### config.mk
export PLATFORM = sky130hd
export DESIGN_NAME = autobaud_detect
export DESIGN_NICKNAME = d
export VERILOG_FILES = /design/src/rtl/abd_pkg.sv /design/src/rtl/abd_sync_edge.sv /design/src/rtl/abd_pulse_timer.sv /design/src/rtl/abd_accum.sv /design/src/rtl/abd_classify.sv /design/src/rtl/autobaud_detect.sv
export SDC_FILE = /design/constraint.sdc
export NUM_CORES = 1
export LEC_CHECK = 0
export BUFFER_PORTS_ARGS = -buffer_cell sky130_fd_sc_hd__buf_2
export CAP_MARGIN = 15
export CORE_ASPECT_RATIO = 1.1
export CORE_UTILIZATION = 54
export DETAILED_ROUTE_END_ITERATION = 8
export PLACE_DENSITY = 0.79
export SYNTH_ARGS = -nofsm -noshare
export SYNTH_HDL_FRONTEND = slang
export SYNTH_HIERARCHICAL = 1
export SYNTH_SLANG_ARGS = --single-unit
### constraint.sdc
create_clock -name clk_i -period 7.4 [get_ports clk_i]
set_clock_uncertainty 0.15 [all_clocks]
set_input_delay 0.74 -clock clk_i [delete_from_list [all_inputs] [get_ports clk_i]]
set_output_delay 0.74 -clock clk_i [all_outputs]
set_load 0.005 [all_outputs]
### src/rtl/abd_pkg.sv
package abd_pkg;
  typedef enum logic [1:0] {
    ST_IDLE    = 2'd0,
    ST_MEASURE = 2'd1,
    ST_DONE    = 2'd2,
    ST_ERROR   = 2'd3
  } abd_state_e;
endpackage

### src/rtl/abd_sync_edge.sv
module abd_sync_edge #(
  parameter int STAGES = 2
) (
  input  logic clk_i,
  input  logic rst_ni,
  input  logic d_i,
  output logic line_o,
  output logic fall_o,
  output logic rise_o
);
  logic [STAGES-1:0] sr_q;
  logic              prev_q;

  generate
    if (STAGES == 1) begin : g_one
      always_ff @(posedge clk_i or negedge rst_ni)
        if (!rst_ni) sr_q <= '1;
        else         sr_q <= d_i;
    end else begin : g_many
      always_ff @(posedge clk_i or negedge rst_ni)
        if (!rst_ni) sr_q <= '1;
        else         sr_q <= {sr_q[STAGES-2:0], d_i};
    end
  endgenerate

  always_ff @(posedge clk_i or negedge rst_ni)
    if (!rst_ni) prev_q <= 1'b1;
    else         prev_q <= sr_q[STAGES-1];

  assign line_o = sr_q[STAGES-1];
  assign fall_o = prev_q & ~line_o;
  assign rise_o = ~prev_q & line_o;
endmodule

### src/rtl/abd_pulse_timer.sv
module abd_pulse_timer #(
  parameter int CNT_W = 8
) (
  input  logic             clk_i,
  input  logic             rst_ni,
  input  logic             en_i,
  input  logic             line_i,
  input  logic             fall_i,
  input  logic             rise_i,
  output logic             cap_valid_o,
  output logic [CNT_W-1:0] cap_o
);
  localparam logic [CNT_W-1:0] CNT_MAX = {CNT_W{1'b1}};

  logic [CNT_W-1:0] cnt_q;

  // reload on fall, count low cycles, hold at max
  always_ff @(posedge clk_i or negedge rst_ni)
    if (!rst_ni)                             cnt_q <= '0;
    else if (en_i && fall_i)                 cnt_q <= CNT_W'(1);
    else if (en_i && !line_i && cnt_q != CNT_MAX) cnt_q <= cnt_q + 1'b1;

  assign cap_valid_o = en_i & rise_i;
  assign cap_o       = cnt_q;
endmodule

### src/rtl/abd_accum.sv
module abd_accum #(
  parameter int CNT_W   = 8,
  parameter int NUM_CAP = 4
) (
  input  logic             clk_i,
  input  logic             rst_ni,
  input  logic             clear_i,
  input  logic             cap_valid_i,
  input  logic [CNT_W-1:0] cap_i,
  output logic             last_o,
  output logic [CNT_W-1:0] avg_o
);
  localparam int SH    = $clog2(NUM_CAP);
  localparam int SUM_W = CNT_W + SH;
  localparam int IDX_W = (SH > 0) ? SH : 1;
  localparam logic [IDX_W-1:0] IDX_LAST = IDX_W'(NUM_CAP - 1);

  logic [SUM_W-1:0] sum_q, sum_nxt;
  logic [IDX_W-1:0] idx_q;

  assign sum_nxt = sum_q + SUM_W'(cap_i);
  assign avg_o   = sum_nxt[SUM_W-1:SH];
  assign last_o  = cap_valid_i && (idx_q == IDX_LAST);

  always_ff @(posedge clk_i or negedge rst_ni)
    if (!rst_ni) begin
      sum_q <= '0;
      idx_q <= '0;
    end else if (clear_i || last_o) begin
      sum_q <= '0;
      idx_q <= '0;
    end else if (cap_valid_i) begin
      sum_q <= sum_nxt;
      idx_q <= idx_q + 1'b1;
    end
endmodule

### src/rtl/abd_classify.sv
module abd_classify #(
  parameter int CNT_W    = 8,
  parameter int NOM_SLOW = 104,
  parameter int NOM_FAST = 52,
  parameter int TOL_PCT  = 5
) (
  input  logic [CNT_W-1:0] avg_i,
  output logic             hit_slow_o,
  output logic             hit_fast_o
);
  localparam int SLOW_TOL = NOM_SLOW * TOL_PCT / 100;
  localparam int FAST_TOL = NOM_FAST * TOL_PCT / 100;
  localparam int SLOW_LO  = NOM_SLOW - SLOW_TOL;
  localparam int SLOW_HI  = NOM_SLOW + SLOW_TOL;
  localparam int FAST_LO  = NOM_FAST - FAST_TOL;
  localparam int FAST_HI  = NOM_FAST + FAST_TOL;

  int avg_int;
  assign avg_int    = int'(avg_i);
  assign hit_slow_o = (avg_int >= SLOW_LO) && (avg_int <= SLOW_HI);
  assign hit_fast_o = (avg_int >= FAST_LO) && (avg_int <= FAST_HI);
endmodule

### src/rtl/autobaud_detect.sv
module autobaud_detect #(
  parameter int CNT_W    = 8,
  parameter int NUM_CAP  = 4,
  parameter int SYNC_STG = 2,
  parameter int NOM_SLOW = 104,
  parameter int NOM_FAST = 52,
  parameter int TOL_PCT  = 5,
  parameter int DIV_W    = 8,
  parameter int DIV_SLOW = 104,
  parameter int DIV_FAST = 52
) (
  input  logic             clk_i,
  input  logic             rst_ni,
  input  logic             restart_i,
  input  logic             rx_i,
  output logic             uart_rx_o,
  output logic             locked_o,
  output logic             rate_fast_o,
  output logic [DIV_W-1:0] div_o,
  output logic             err_o
);
  import abd_pkg::*;

  abd_state_e       state_q, state_d;
  logic             line, fall, rise;
  logic             meas_en, cap_valid, acc_clear, acc_last;
  logic [CNT_W-1:0] cap, avg;
  logic             hit_slow, hit_fast;
  logic [DIV_W-1:0] div_q;
  logic             fast_q, err_q;

  abd_sync_edge #(.STAGES(SYNC_STG)) u_sync (
    .clk_i(clk_i), .rst_ni(rst_ni), .d_i(rx_i),
    .line_o(line), .fall_o(fall), .rise_o(rise)
  );

  assign meas_en = (state_q == ST_IDLE) || (state_q == ST_MEASURE);

  abd_pulse_timer #(.CNT_W(CNT_W)) u_timer (
    .clk_i(clk_i), .rst_ni(rst_ni), .en_i(meas_en), .line_i(line),
    .fall_i(fall), .rise_i(rise), .cap_valid_o(cap_valid), .cap_o(cap)
  );

  assign acc_clear = restart_i || (state_q != ST_MEASURE);

  abd_accum #(.CNT_W(CNT_W), .NUM_CAP(NUM_CAP)) u_accum (
    .clk_i(clk_i), .rst_ni(rst_ni), .clear_i(acc_clear),
    .cap_valid_i(cap_valid), .cap_i(cap), .last_o(acc_last), .avg_o(avg)
  );

  abd_classify #(
    .CNT_W(CNT_W), .NOM_SLOW(NOM_SLOW), .NOM_FAST(NOM_FAST), .TOL_PCT(TOL_PCT)
  ) u_class (
    .avg_i(avg), .hit_slow_o(hit_slow), .hit_fast_o(hit_fast)
  );

  logic decide;
  assign decide = (state_q == ST_MEASURE) && acc_last && !restart_i;

  always_comb begin
    state_d = state_q;
    unique case (state_q)
      ST_IDLE:    if (fall) state_d = ST_MEASURE;
      ST_MEASURE: if (acc_last) state_d = (hit_slow || hit_fast) ? ST_DONE : ST_ERROR;
      ST_DONE:    state_d = ST_DONE;
      ST_ERROR:   state_d = ST_IDLE;
      default:    state_d = ST_IDLE;
    endcase
    if (restart_i) state_d = ST_IDLE;
  end

  always_ff @(posedge clk_i or negedge rst_ni)
    if (!rst_ni) state_q <= ST_IDLE;
    else         state_q <= state_d;

  always_ff @(posedge clk_i or negedge rst_ni)
    if (!rst_ni) begin
      div_q  <= '0;
      fast_q <= 1'b0;
      err_q  <= 1'b0;
    end else if (restart_i) begin
      div_q  <= '0;
      fast_q <= 1'b0;
      err_q  <= 1'b0;
    end else if (decide) begin
      if (hit_slow) begin
        div_q  <= DIV_W'(DIV_SLOW);
        fast_q <= 1'b0;
        err_q  <= 1'b0;
      end else if (hit_fast) begin
        div_q  <= DIV_W'(DIV_FAST);
        fast_q <= 1'b1;
        err_q  <= 1'b0;
      end else begin
        div_q  <= '0;
        fast_q <= 1'b0;
        err_q  <= 1'b1;
      end
    end

  assign locked_o    = (state_q == ST_DONE);
  assign uart_rx_o   = locked_o ? rx_i : 1'b1;
  assign div_o       = div_q;
  assign rate_fast_o = fast_q;
  assign err_o       = err_q;
endmodule

==> results.ini, run 1 <==
[placement]
gp_congestion = 0.848
io_buffer_count = 12
placed_cells = 267
place_hpwl_mm = 2.84

[global_routing]
antenna_found_initial = 0
grt_pass1_wl_mm = 6.72
track_usage = 0.226
grt_pass1_vias = 1439
grt_overflow = 0
grt_max_degree = 30

[clock_network]
clockBufferDepth = 2
cts.htree.levels = 2
postCtsHoldBufs = 0
clock_latency_ns = 0.28
cts.sink_count = 29
cts-resized-gates = 0
post_cts_buffers = 0
cts_tree = yes
root_buffer = clkbuf_8
clk_pin_slew_ns = 0.06
cts_buffers = 5

[pwr]
power_leakage_nw = 0.960
intPower_w = 0.000311
powerDensity_mw_per_mm2 = 221
swShare = 0.362
p_clk_frac = 0.274
combPwrFrac = 0.311
p_seq_frac = 0.415
netSwitchingPower_w = 0.000176
ir_drop_v = 0.000192
p_total_w = 0.000488

[finish]
layout-drive-gt1-share = 0.169
area_growth_pct = 6.59
final_nets = 244
instances_no_fill = 275
fill_cells = 325
diodes = 0

[route]
drtIter0Drc = 84
wl_per_cell_microns = 14.4
dr_total_vias = 1597
drt-pass1-iter-count = 4
vias_per_cell = 5.81
drc_errors = 0
drt-total-wl_mm = 3.97
antenna_left = 0

[sta]
fmax_mhz = 289
period_minus_slack_ns = 3.46
holdWs_ns = 0.206
fin_crit_sh = 0.467
worst-slew-pin-transition_ns = 0.646
slew_headroom = 0.570
rsz0062_at_grt = no
slew_violations = 0
tns_ns = 0
report.final.setup_viol = 0
hold_violations = 0

[setup_path]
cp_top_family = compound AO/OA/AOI/OAI gates
setup.worst_path.class = reg2reg
crit_path_start_kind = flip-flop
cp_max_fo = 7
worst-path-buf-inv = 0
max_stage_delay_ns = 0.45
path_cells = ha_1 > fa_1 > a21oi_1 > o2111ai_2 > a21oi_2 > xnor2_1 > nand4bb_1 > a311oi_1 > nor2_1 > a2111oi_0 > nor3b_1
end_kind = flip-flop
required_ns = 7.40
crit_arrival_ns = 3.46
cpMaxStageDelayCell = dfrtp_1

[worst_hold_path]
hold_path_class = reg2reg

[outcome]
outcome = finished, final reports clean

[die]
floorplan.die_area_sq_mm = 0.00408
start_util = 0.566
fp-row-count = 23
dieWidth_microns = 61.0
core-area_sq_mm = 0.00365
num_io_pins = 16
die_h_microns = 66.9

[synth]
syn_inst = 215
yosys.cell_types.count = 62
netlist_area_sq_mm = 0.00207
syn_area_per_cell_sq_um = 9.63
synth_async_sr_flop_share = 1.00
ys_seq_area_frac = 0.352
synth_seq_cells = 29
synth_edf_count = 0
synth_ff_type = dfrtp_1
yosys_warnings = 6

[run]
maxCapViolCount = 0

==> final cells by class <==
| type | instances | area, sq um | share of cell area |
|---|---|---|---|
| Multi-Input combinational cell | 168 | 1230 | 0.559 |
| Tap cell | 50 | 62.6 | 0.0284 |
| Inverter | 8 | 30.0 | 0.0136 |
| Timing Repair Buffer | 12 | 60.1 | 0.0272 |
| Sequential cell | 29 | 729 | 0.331 |
| Clock buffer | 8 | 90.1 | 0.0408 |
==> cell usage after synthesis, types with 3 or more instances <==
master,number,share of area
dfrtp_1,26,0.31
nor2b_1,11,0.033
xor2_1,3,0.013
clkbuf_1,3,0.0054
inv_1,8,0.015
nand3b_1,4,0.015
a31oi_1,4,0.012
nand4_1,3,0.0091
a21oi_1,22,0.053
ha_1,15,0.091
nor2_1,14,0.025
nand4b_1,3,0.013
buf_4,6,0.022
nand2b_1,7,0.021
xnor2_1,3,0.013
nand2_1,8,0.015
dfstp_2,3,0.038
nand3_1,7,0.017
o21ai_0,6,0.015
a211oi_1,3,0.011
==> state kept, by name (all words and copies together), names as in the netlist <==
name / flops
u_accum/sum_q: 10
u_timer/cap_o: 8
div_o: 3
state_q: 2
u_accum/idx_q: 2
u_sync/sr_q: 2
err_o: 1
u_sync/prev_q: 1
==> final timing paths <==
| check | startpoint | endpoint | slack (ns) | cells past startpoint |
|---|---|---|---|---|
| hold / removal | u_sync/sr_q[0] | u_sync/sr_q[1] | 0.21 | 0 |
| hold reg to reg | u_sync/sr_q[0] | u_sync/sr_q[1] | 0.21 | 0 |
| setup reg to reg | u_timer/cap_o[0] | state_q[0] | 3.94 | 11 |
| setup / recovery | u_timer/cap_o[0] | state_q[0] | 3.94 | 11 |
| min in group asynchronous | rst_ni | div_o[4] | 0.33 | 1 |
| max in group asynchronous | rst_ni | u_timer/cap_o[1] | 6.34 | 1 |
==> power by group through the flow <==
stage               Clock (W)  Combinational, W  Sequential (W)
floorplan                   0          0.000132        0.000193
global placement            0          0.000149        0.000204
detailed placement          0          0.000151        0.000205
CTS                  0.000136          0.000151        0.000202
global route         0.000143          0.000173        0.000206
finish               0.000134          0.000152        0.000202
==> metal layers <==
metal	share of wire	track usage	routed length, microns	vias to the layer above
li1	-	-	-	803
met1	0.48	0.318	1890	740
met2	0.46	0.332	1830	46
met3	0.043	0.0485	172	8
met4	0.019	0.0938	76	0
met5	0	0	0	-
==> kinds of logic (layout without fill, tap and decap cells) <==
kind of cell | after synthesis | count (layout) | share of synthesized area
AND/OR/NAND/NOR | 79 | 79 | 0.238
buffers and inverters | 20 | 28 | 0.0550
flip-flops | 29 | 29 | 0.352
adder cells (fa/ha/maj) | 16 | 16 | 0.100
multiplexers | 2 | 2 | 0.0127
AO/OA/AOI/OAI | 62 | 62 | 0.215
XOR/XNOR | 6 | 6 | 0.0254
other | 1 | 3 | 0.00181
==> stage by stage <==
stage | area, sq um | setup WS (ns) | utilization
5_1_grt | 2210 | 3.68 | 0.604
3_3_place_gp | 2120 | 4.16 | 0.579
2_1_floorplan | 2080 | 4.34 | -
3_5_place_dp | 2120 | 4.04 | 0.579
6_report | 2210 | 3.94 | 0.604
4_1_cts | 2210 | 3.98 | 0.604
==> placed cells by master, fill, tap and decap left out, types with 2 or more instances in the layout <==
| master | instances |
|---|---|
| a41oi_1 | 2 |
| a2111oi_2 | 2 |
| o211ai_1 | 2 |
| and2_1 | 2 |
| and4b_1 | 2 |
| nor3_1 | 2 |
| o21a_1 | 2 |
| clkbuf_8 | 6 |
| or2b_1 | 2 |
| a211o_1 | 2 |
| nand4b_1 | 3 |
| nand3b_1 | 4 |
| nor2b_1 | 11 |
| nand3_1 | 7 |
| dfrtp_1 | 26 |
| conb_1 | 3 |
| nand2_1 | 8 |
| a31oi_1 | 4 |
| nand2b_1 | 7 |
| a21o_1 | 2 |
| buf_2 | 12 |
| a21oi_2 | 2 |
| nand4_1 | 3 |
| inv_1 | 8 |
| nor2_1 | 14 |
| o21ai_0 | 6 |
| a211oi_2 | 2 |
| dfstp_2 | 3 |
| a211oi_1 | 3 |
| a21oi_1 | 22 |
| clkbuf_1 | 2 |
| a22o_1 | 2 |
| ha_1 | 15 |
| xnor2_1 | 3 |
| xor2_1 | 3 |
Note: power is estimated with default switching activity, not from simulation.
==> run 2, diff against run 1 <==
--- a/config.mk
+++ b/config.mk
@@ -5,6 +5,7 @@
 export SDC_FILE = /design/constraint.sdc
 export NUM_CORES = 1
 export LEC_CHECK = 0
+export ABC_AREA = 1
 export BUFFER_PORTS_ARGS = -buffer_cell sky130_fd_sc_hd__buf_2
 export CAP_MARGIN = 15
 export CORE_ASPECT_RATIO = 1.1
==> constraint.sdc (replaced) <==
create_clock -name clk_i -period 3.4 [get_ports clk_i]
set_clock_uncertainty 0.15 [all_clocks]
set_input_delay 0.34 -clock clk_i [delete_from_list [all_inputs] [get_ports clk_i]]
set_output_delay 0.34 -clock clk_i [all_outputs]
set_load 0.005 [all_outputs]
==> run 2 against run 1 <==
  * Sequential power up 110%
  * Highest routed layer unchanged
  * Worst setup slack worse by 3.3 ns
  * Global-route usage increased by 1.3 points
  * Synthesized area grew 0.67%
  * Worst hold slack worse by 0.19 ns
  * Utilization rose by 0.96 points
  * Non-clock buffer count grew 1
  * Flip-flop and latch count did not move
  * Die area is 0.64% higher
  * Critical endpoint unchanged
  * Fmax is 27% higher
  * Clock power rose by 110%
==> results.ini, run 2 <==
[finish]
diodes = 0  ; unchanged
final_nets = 311  ; +27%
layout-drive-gt1-share = 0.182  ; +0.0126
area_growth_pct = 7.57
top_register = u_accum/sum_q
final_common_cell = nand2_1
layout_common_cells = 70 x nand2_1, 34 x nand3_1, 28 x inv_1, 26 x dfrtp_1, 23 x nor2_1
largest_register_ff_count = 10  ; unchanged
fill_cells = 321  ; -1.2%

[pwr]
p_total_w = 0.00101  ; +110%
ir_drop_v = 0.000502  ; +160%
power_leakage_nw = 1.24  ; +29%
powerDensity_mw_per_mm2 = 451  ; +100%

[sta]
fin_crit_sh = 0.801  ; +0.334
holdWs_ns = 0.0120  ; -0.194 ns
slew_headroom = 0.579  ; +0.00969
report.final.setup_viol = 0  ; unchanged
rsz0062_at_grt = no
tns_ns = 0  ; unchanged
fmax_mhz = 367  ; +27%
setup_ws_ns = 0.675  ; -3.27 ns
slew_violations = 0  ; unchanged
worst-slew-pin-transition_ns = 0.631  ; -0.0145 ns
hold_violations = 0  ; unchanged
period_minus_slack_ns = 2.72  ; -0.734 ns

[clock_network]
cts-resized-gates = 0  ; unchanged
post_cts_buffers = 0  ; unchanged
cts_tree = yes
root_buffer = clkbuf_8
clk_pin_slew_ns = 0.06  ; about the same
cts.sink_count = 29  ; unchanged
postCtsHoldBufs = 1  ; +1
cts_buffers = 5  ; unchanged
clockBufferDepth = 2  ; unchanged
clock_latency_ns = 0.28  ; about the same
cts.htree.levels = 2  ; unchanged

[route]
drt-total-wl_mm = 4.05  ; +2.0%
dr_total_vias = 1730  ; +8.3%
vias_per_cell = 5.06  ; -13%
drc_errors = 0  ; unchanged
wl_per_cell_microns = 11.8  ; -18%
drt-pass1-iter-count = 5  ; +1
drtIter0Drc = 61  ; -27%
antenna_left = 0  ; unchanged

[setup_path]
setup.worst_path.class = reg2reg
cp_max_fo = 5  ; -2
end_kind = flip-flop
crit_arrival_ns = 2.75  ; -0.71 ns
required_ns = 3.42  ; -3.98 ns
crit_path_start_kind = flip-flop

[synth]
yosysMostFrequentCell = nand2_1
synth_common_cells = 70 x nand2_1, 34 x nand3_1, 28 x inv_1
yosys.area.top_type = dfrtp_1
synth_async_sr_flop_share = 1.00  ; unchanged
netlist.area_leader.share = 0.312  ; -0.00208
netlist_area_sq_mm = 0.00208  ; +0.67%
synth_area_leaders = dfrtp_1 31%, nand2_1 13%, ha_1 9.0%
yosys.cell_types.count = 36  ; -42%
synth_edf_count = 0  ; unchanged
synth_ff_type = dfrtp_1
yosys_warnings = 6  ; unchanged
ys_seq_area_frac = 0.350  ; -0.00233
synth_seq_cells = 29  ; unchanged
syn_inst = 278  ; +29%
syn_area_per_cell_sq_um = 7.49  ; -22%

[die]
start_util = 0.570  ; +0.00377
dieWidth_microns = 61.2  ; +0.32%
fp-row-count = 23  ; unchanged
num_io_pins = 16  ; unchanged
die_h_microns = 67.1  ; +0.32%
core-area_sq_mm = 0.00365  ; unchanged
floorplan.die_area_sq_mm = 0.00411  ; +0.64%

[placement]
io_buffer_count = 12  ; unchanged
place_hpwl_mm = 3.10  ; +9.0%
gp_congestion = 0.879  ; +3.6%
dpl_worst_slack_ns = 0.705  ; -3.34 ns

[global_routing]
grt_pass1_vias = 1672  ; +16%
grt_overflow = 0  ; unchanged
grt_max_degree = 30  ; unchanged
track_usage = 0.240  ; +0.0134
antenna_found_initial = 0  ; unchanged
grt_pass1_wl_mm = 7.13  ; +6.2%

[worst_hold_path]
hold_path_class = in2reg

[run]
maxCapViolCount = 0  ; unchanged

[outcome]
outcome = finished, final reports clean

-- run 2: changes by cell type in the layout (fill, tap and decap cells not counted), sizes merged, moves of 5 or more --
cell	delta
nand3	+29
nand2	+71
o21ai	+5
nor2	+16
inv	+26
nor2b	-11
a21oi	-20
a211oi	-5
nand2b	-7
-- run 2: worst max-delay path: stages (launching register included) --
cell and delay (ns):
dfrtp_1 0.42, ha_1 0.25, fa_1 0.44, nand3_1 0.13, nand3_2 0.08, nand3_1 0.09, nand2_1 0.06, nand2_1 0.07
and2_1 0.14, nand2_1 0.05, nand3b_1 0.15, nor2_1 0.24, nor2_1 0.11, a21oi_1 0.17, o21ai_2 0.07
-- run 2: through the flow --
step / cell area (sq um) / instances / util
finish: 2240 / 342 / 0.613
global route: 2240 / 342 / 0.613
detailed placement: 2140 / 333 / 0.587
floorplan: 2090 / 280 / -
CTS: 2240 / 342 / 0.613
global placement: 2140 / 333 / 0.587
-- run 2: per-layer routing --
metal  wire (microns)  global-route usage
met1             1840               0.279
met2             1990               0.421
met3              122              0.0479
met4               97               0.102
met5                0                   0
-- run 2: cell families (layout without fill, tap and decap cells) --
group | Yosys count | count (layout) | synth area share
and+or+nand+nor | 159 | 159 | 0.356
buffers and inverters | 45 | 57 | 0.0985
DFF | 29 | 29 | 0.350
AOI/OAI and AO/OA | 24 | 24 | 0.0769
adders and majority gates | 16 | 16 | 0.0997
xor gates and xnor gates | 4 | 4 | 0.0168
other | 1 | 3 | 0.00180
-- run 2: final timing paths --
| kind | startpoint | endpoint | slack [ns] | depth (start not counted) |
|---|---|---|---|---|
| setup / recovery | u_timer/cap_o[0] | state_q[0] | 0.68 | 14 |
| hold / removal | rx_i | u_sync/sr_q[0] | 0.01 | 1 |
| setup reg to reg | u_timer/cap_o[0] | state_q[0] | 0.68 | 14 |
| hold reg to reg | u_sync/sr_q[0] | u_sync/sr_q[1] | 0.21 | 0 |
| max in group asynchronous | rst_ni | div_o[5] | 2.23 | 2 |
| min in group asynchronous | rst_ni | u_timer/cap_o[4] | 0.46 | 2 |
-- run 2: final cells by class --
cell class                 instances  area [sq um]  area share
timing repair buffer              13          70.1      0.0313
multi-input combinational        206          1160       0.516
inverter                          36           136      0.0609
sequential                        29           729       0.326
clock inverter                     3          17.5     0.00782
clock buffer                       5          68.8      0.0307
tap                               50          62.6      0.0279
-- run 2: report_power, final --
group          leakage, nW  total (W)  internal, W  switching (W)
Sequential           0.388   0.000424     0.000381      0.0000427
Combinational        0.803   0.000312     0.000112       0.000200
Clock               0.0439   0.000277     0.000141       0.000136
==> run 3, diff against run 2 <==
==> constraint.sdc (replaced) <==
create_clock -name clk_i -period 2.6 [get_ports clk_i]
set_clock_uncertainty 0.15 [all_clocks]
set_input_delay 0.26 -clock clk_i [delete_from_list [all_inputs] [get_ports clk_i]]
set_output_delay 0.26 -clock clk_i [all_outputs]
set_load 0.005 [all_outputs]
==> run 3 against run 2 <==
  * Critical path depth is 1 lower
  * Sequential share of layout area is 2.4 points lower
  * Fmax grew 13%
  * First-iteration DRC count is 62% higher
  * Flip-flop and latch count did not move
  * Critical path type unchanged
  * Critical endpoint unchanged
  * Highest routed layer unchanged
==> results.ini, run 3 (synthesized netlist as in run 2, its figures left out) <==
[setup_path]
end_kind = flip-flop
worst-path-stages = 13  ; -1
cp_top_family = simple AND/OR/NAND/NOR gates
crit_path_start_kind = flip-flop
setup.worst_path.class = reg2reg
required_ns = 2.67  ; -0.75 ns
cp_max_fo = 4  ; -1
worstRegToRegCells = 13  ; -1
max_stage_delay_ns = 0.40  ; -0.04 ns
path_cells = ha_1 > a21oi_2 > nor2_1 > nor2_2 > nand3_1 > and2_1 > nand2_1 > nand3_1 > nand2_1 > nor2_2 > nor2_1 > a21oi_2 > o21ai_2
crit_arrival_ns = 2.49  ; -0.26 ns
worst-path-buf-inv = 0  ; unchanged
cpMaxStageDelayCell = dfrtp_1

[sta]
setup_ws_ns = 0.181  ; -0.494 ns
slew_violations = 0  ; unchanged
slew_headroom = 0.569  ; -0.00987
tns_ns = 0  ; unchanged
hold_violations = 0  ; unchanged
period_minus_slack_ns = 2.42  ; -0.306 ns
rsz0062_at_grt = no
worst-slew-pin-transition_ns = 0.646  ; +0.0148 ns
report.final.setup_viol = 0  ; unchanged
fin_crit_sh = 0.930  ; +0.129
fmax_mhz = 413  ; +13%

[worst_hold_path]
hold_path_class = reg2reg
holdPathStages = 0  ; -1

[route]
antenna_left = 0  ; unchanged
drtIter0Drc = 99  ; +62%
drc_errors = 0  ; unchanged
wl_per_cell_microns = 12.0  ; +1.3%
vias_per_cell = 5.19  ; +2.5%
drt-total-wl_mm = 4.18  ; +3.3%
drt-pass1-iter-count = 4  ; -1
dr_total_vias = 1810  ; +4.6%

[clock_network]
post_cts_buffers = 0  ; unchanged
root_buffer = clkbuf_8
cts.htree.levels = 2  ; unchanged
cts.sink_count = 29  ; unchanged
clockBufferDepth = 2  ; unchanged
clk_pin_slew_ns = 0.07  ; about the same
cts_tree = yes
cts_buffers = 5  ; unchanged
clock_latency_ns = 0.28  ; about the same

[finish]
final_nets = 318  ; +2.3%
diodes = 0  ; unchanged
top_register = u_accum/sum_q
fill_cells = 322  ; +0.31%
layout_common_cells = 70 x nand2_1, 33 x nand3_1, 27 x inv_1, 25 x dfrtp_1, 22 x nor2_1
layout-drive-gt1-share = 0.244  ; +0.0626
final_common_cell = nand2_1
largest_register_ff_count = 10  ; unchanged
fin_util = 0.662  ; +0.0490
area_growth_pct = 16.2

[pwr]
power_leakage_nw = 1.26  ; +2.2%
netSwitchingPower_w = 0.000530  ; +40%
intPower_w = 0.000968  ; +53%
powerDensity_mw_per_mm2 = 619  ; +37%
swShare = 0.354  ; -0.0200
p_clk_frac = 0.321  ; +0.048
p_seq_frac = 0.368  ; -0.051
ir_drop_v = 0.000466  ; -7.3%
combPwrFrac = 0.311  ; +0.003

[placement]
dpl_worst_slack_ns = 0.0902  ; -0.614 ns
gp_congestion = 0.861  ; -2.0%
io_buffer_count = 12  ; unchanged
place_hpwl_mm = 3.13  ; +1.1%

[global_routing]
grt_overflow = 0  ; unchanged
track_usage = 0.239  ; -0.000271
antenna_found_initial = 0  ; unchanged
grt_max_degree = 30  ; unchanged
grt_pass1_wl_mm = 7.20  ; +0.97%
grt_pass1_vias = 1675  ; +0.18%

[die]
floorplan.die_area_sq_mm = 0.00411  ; unchanged
die_h_microns = 67.1  ; unchanged
core-area_sq_mm = 0.00365  ; unchanged
num_io_pins = 16  ; unchanged
dieWidth_microns = 61.2  ; unchanged
start_util = 0.570  ; unchanged
fp-row-count = 23  ; unchanged

[run]
maxCapViolCount = 0  ; unchanged

[outcome]
outcome = finished, final reports clean

-- run 3: changes by cell type in the layout (fill, tap and decap cells not counted), moves of 2 or more --
cell,delta
clkinv_2,-2
ha_4,+5
ha_1,-6
buf_4,+6
-- run 3: final timing paths --
kind                                  start          endpoint  slack (ns)
max                        u_timer/cap_o[4]        state_q[0]        0.18
min                          u_sync/sr_q[0]    u_sync/sr_q[1]        0.21
max reg2reg                u_timer/cap_o[4]        state_q[0]        0.18
min reg2reg                  u_sync/sr_q[0]    u_sync/sr_q[1]        0.21
max in group asynchronous            rst_ni  u_timer/cap_o[1]        1.46
min in group asynchronous            rst_ni  u_accum/sum_q[5]        0.38
-- run 3: area by class of cell --
type	count	area, sq um	area share
well taps	50	62.6	0.0259
repair buffers	20	125	0.0517
inverters	36	136	0.0564
flip-flops and latches	29	731	0.302
clock buffers	5	68.8	0.0284
clock inverters	3	46.3	0.0191
multi-input cells	206	1250	0.517
-- run 3: per-layer routing --
metal	GRT usage	wire [microns]
met5	0	0
met4	0.0795	34
met3	0.0536	210
met2	0.408	2140
met1	0.296	1800
-- run 3: worst register-to-register path, delay by kind of cell, from the launching register on --
family / cells / cell delay (ns)
AND/OR/NAND/NOR: 9 / 0.98
AO/OA/AOI/OAI: 3 / 0.43
flip-flops: 1 / 0.40
adder cells (fa/ha/maj): 1 / 0.40
-- run 3: timing repair --
item / 4_1_cts / 5_1_grt
hold endpoints to repair: 27 / 0
setup endpoints to repair: 0 / 5
hold buffers: 2 / 0
resized for setup: 0 / 17
-- run 3: power by group through the flow --
| stage | clock (W) | combinational (W) | sequential (W) |
|---|---|---|---|
| 4_1_cts | 0.000490 | 0.000448 | 0.000545 |
| 6_report | 0.000481 | 0.000466 | 0.000551 |
| 3_3_place_gp | 0 | 0.000427 | 0.000552 |
| 2_1_floorplan | 0 | 0.000340 | 0.000548 |
| 5_1_grt | 0.000508 | 0.000527 | 0.000559 |
| 3_5_place_dp | 0 | 0.000442 | 0.000553 |
-- run 3: per-stage QoR --
step / instances / hold WS, ns / total power [W] / area (sq um)
4_1_cts: 349 / 0.210 / 0.00148 / 2320
3_5_place_dp: 339 / 0.182 / 0.000996 / 2190
6_report: 349 / 0.208 / 0.00150 / 2420
2_1_floorplan: 280 / -0.186 / 0.000889 / 2090
5_1_grt: 349 / 0.211 / 0.00159 / 2420
3_3_place_gp: 339 / 0.185 / 0.000979 / 2190
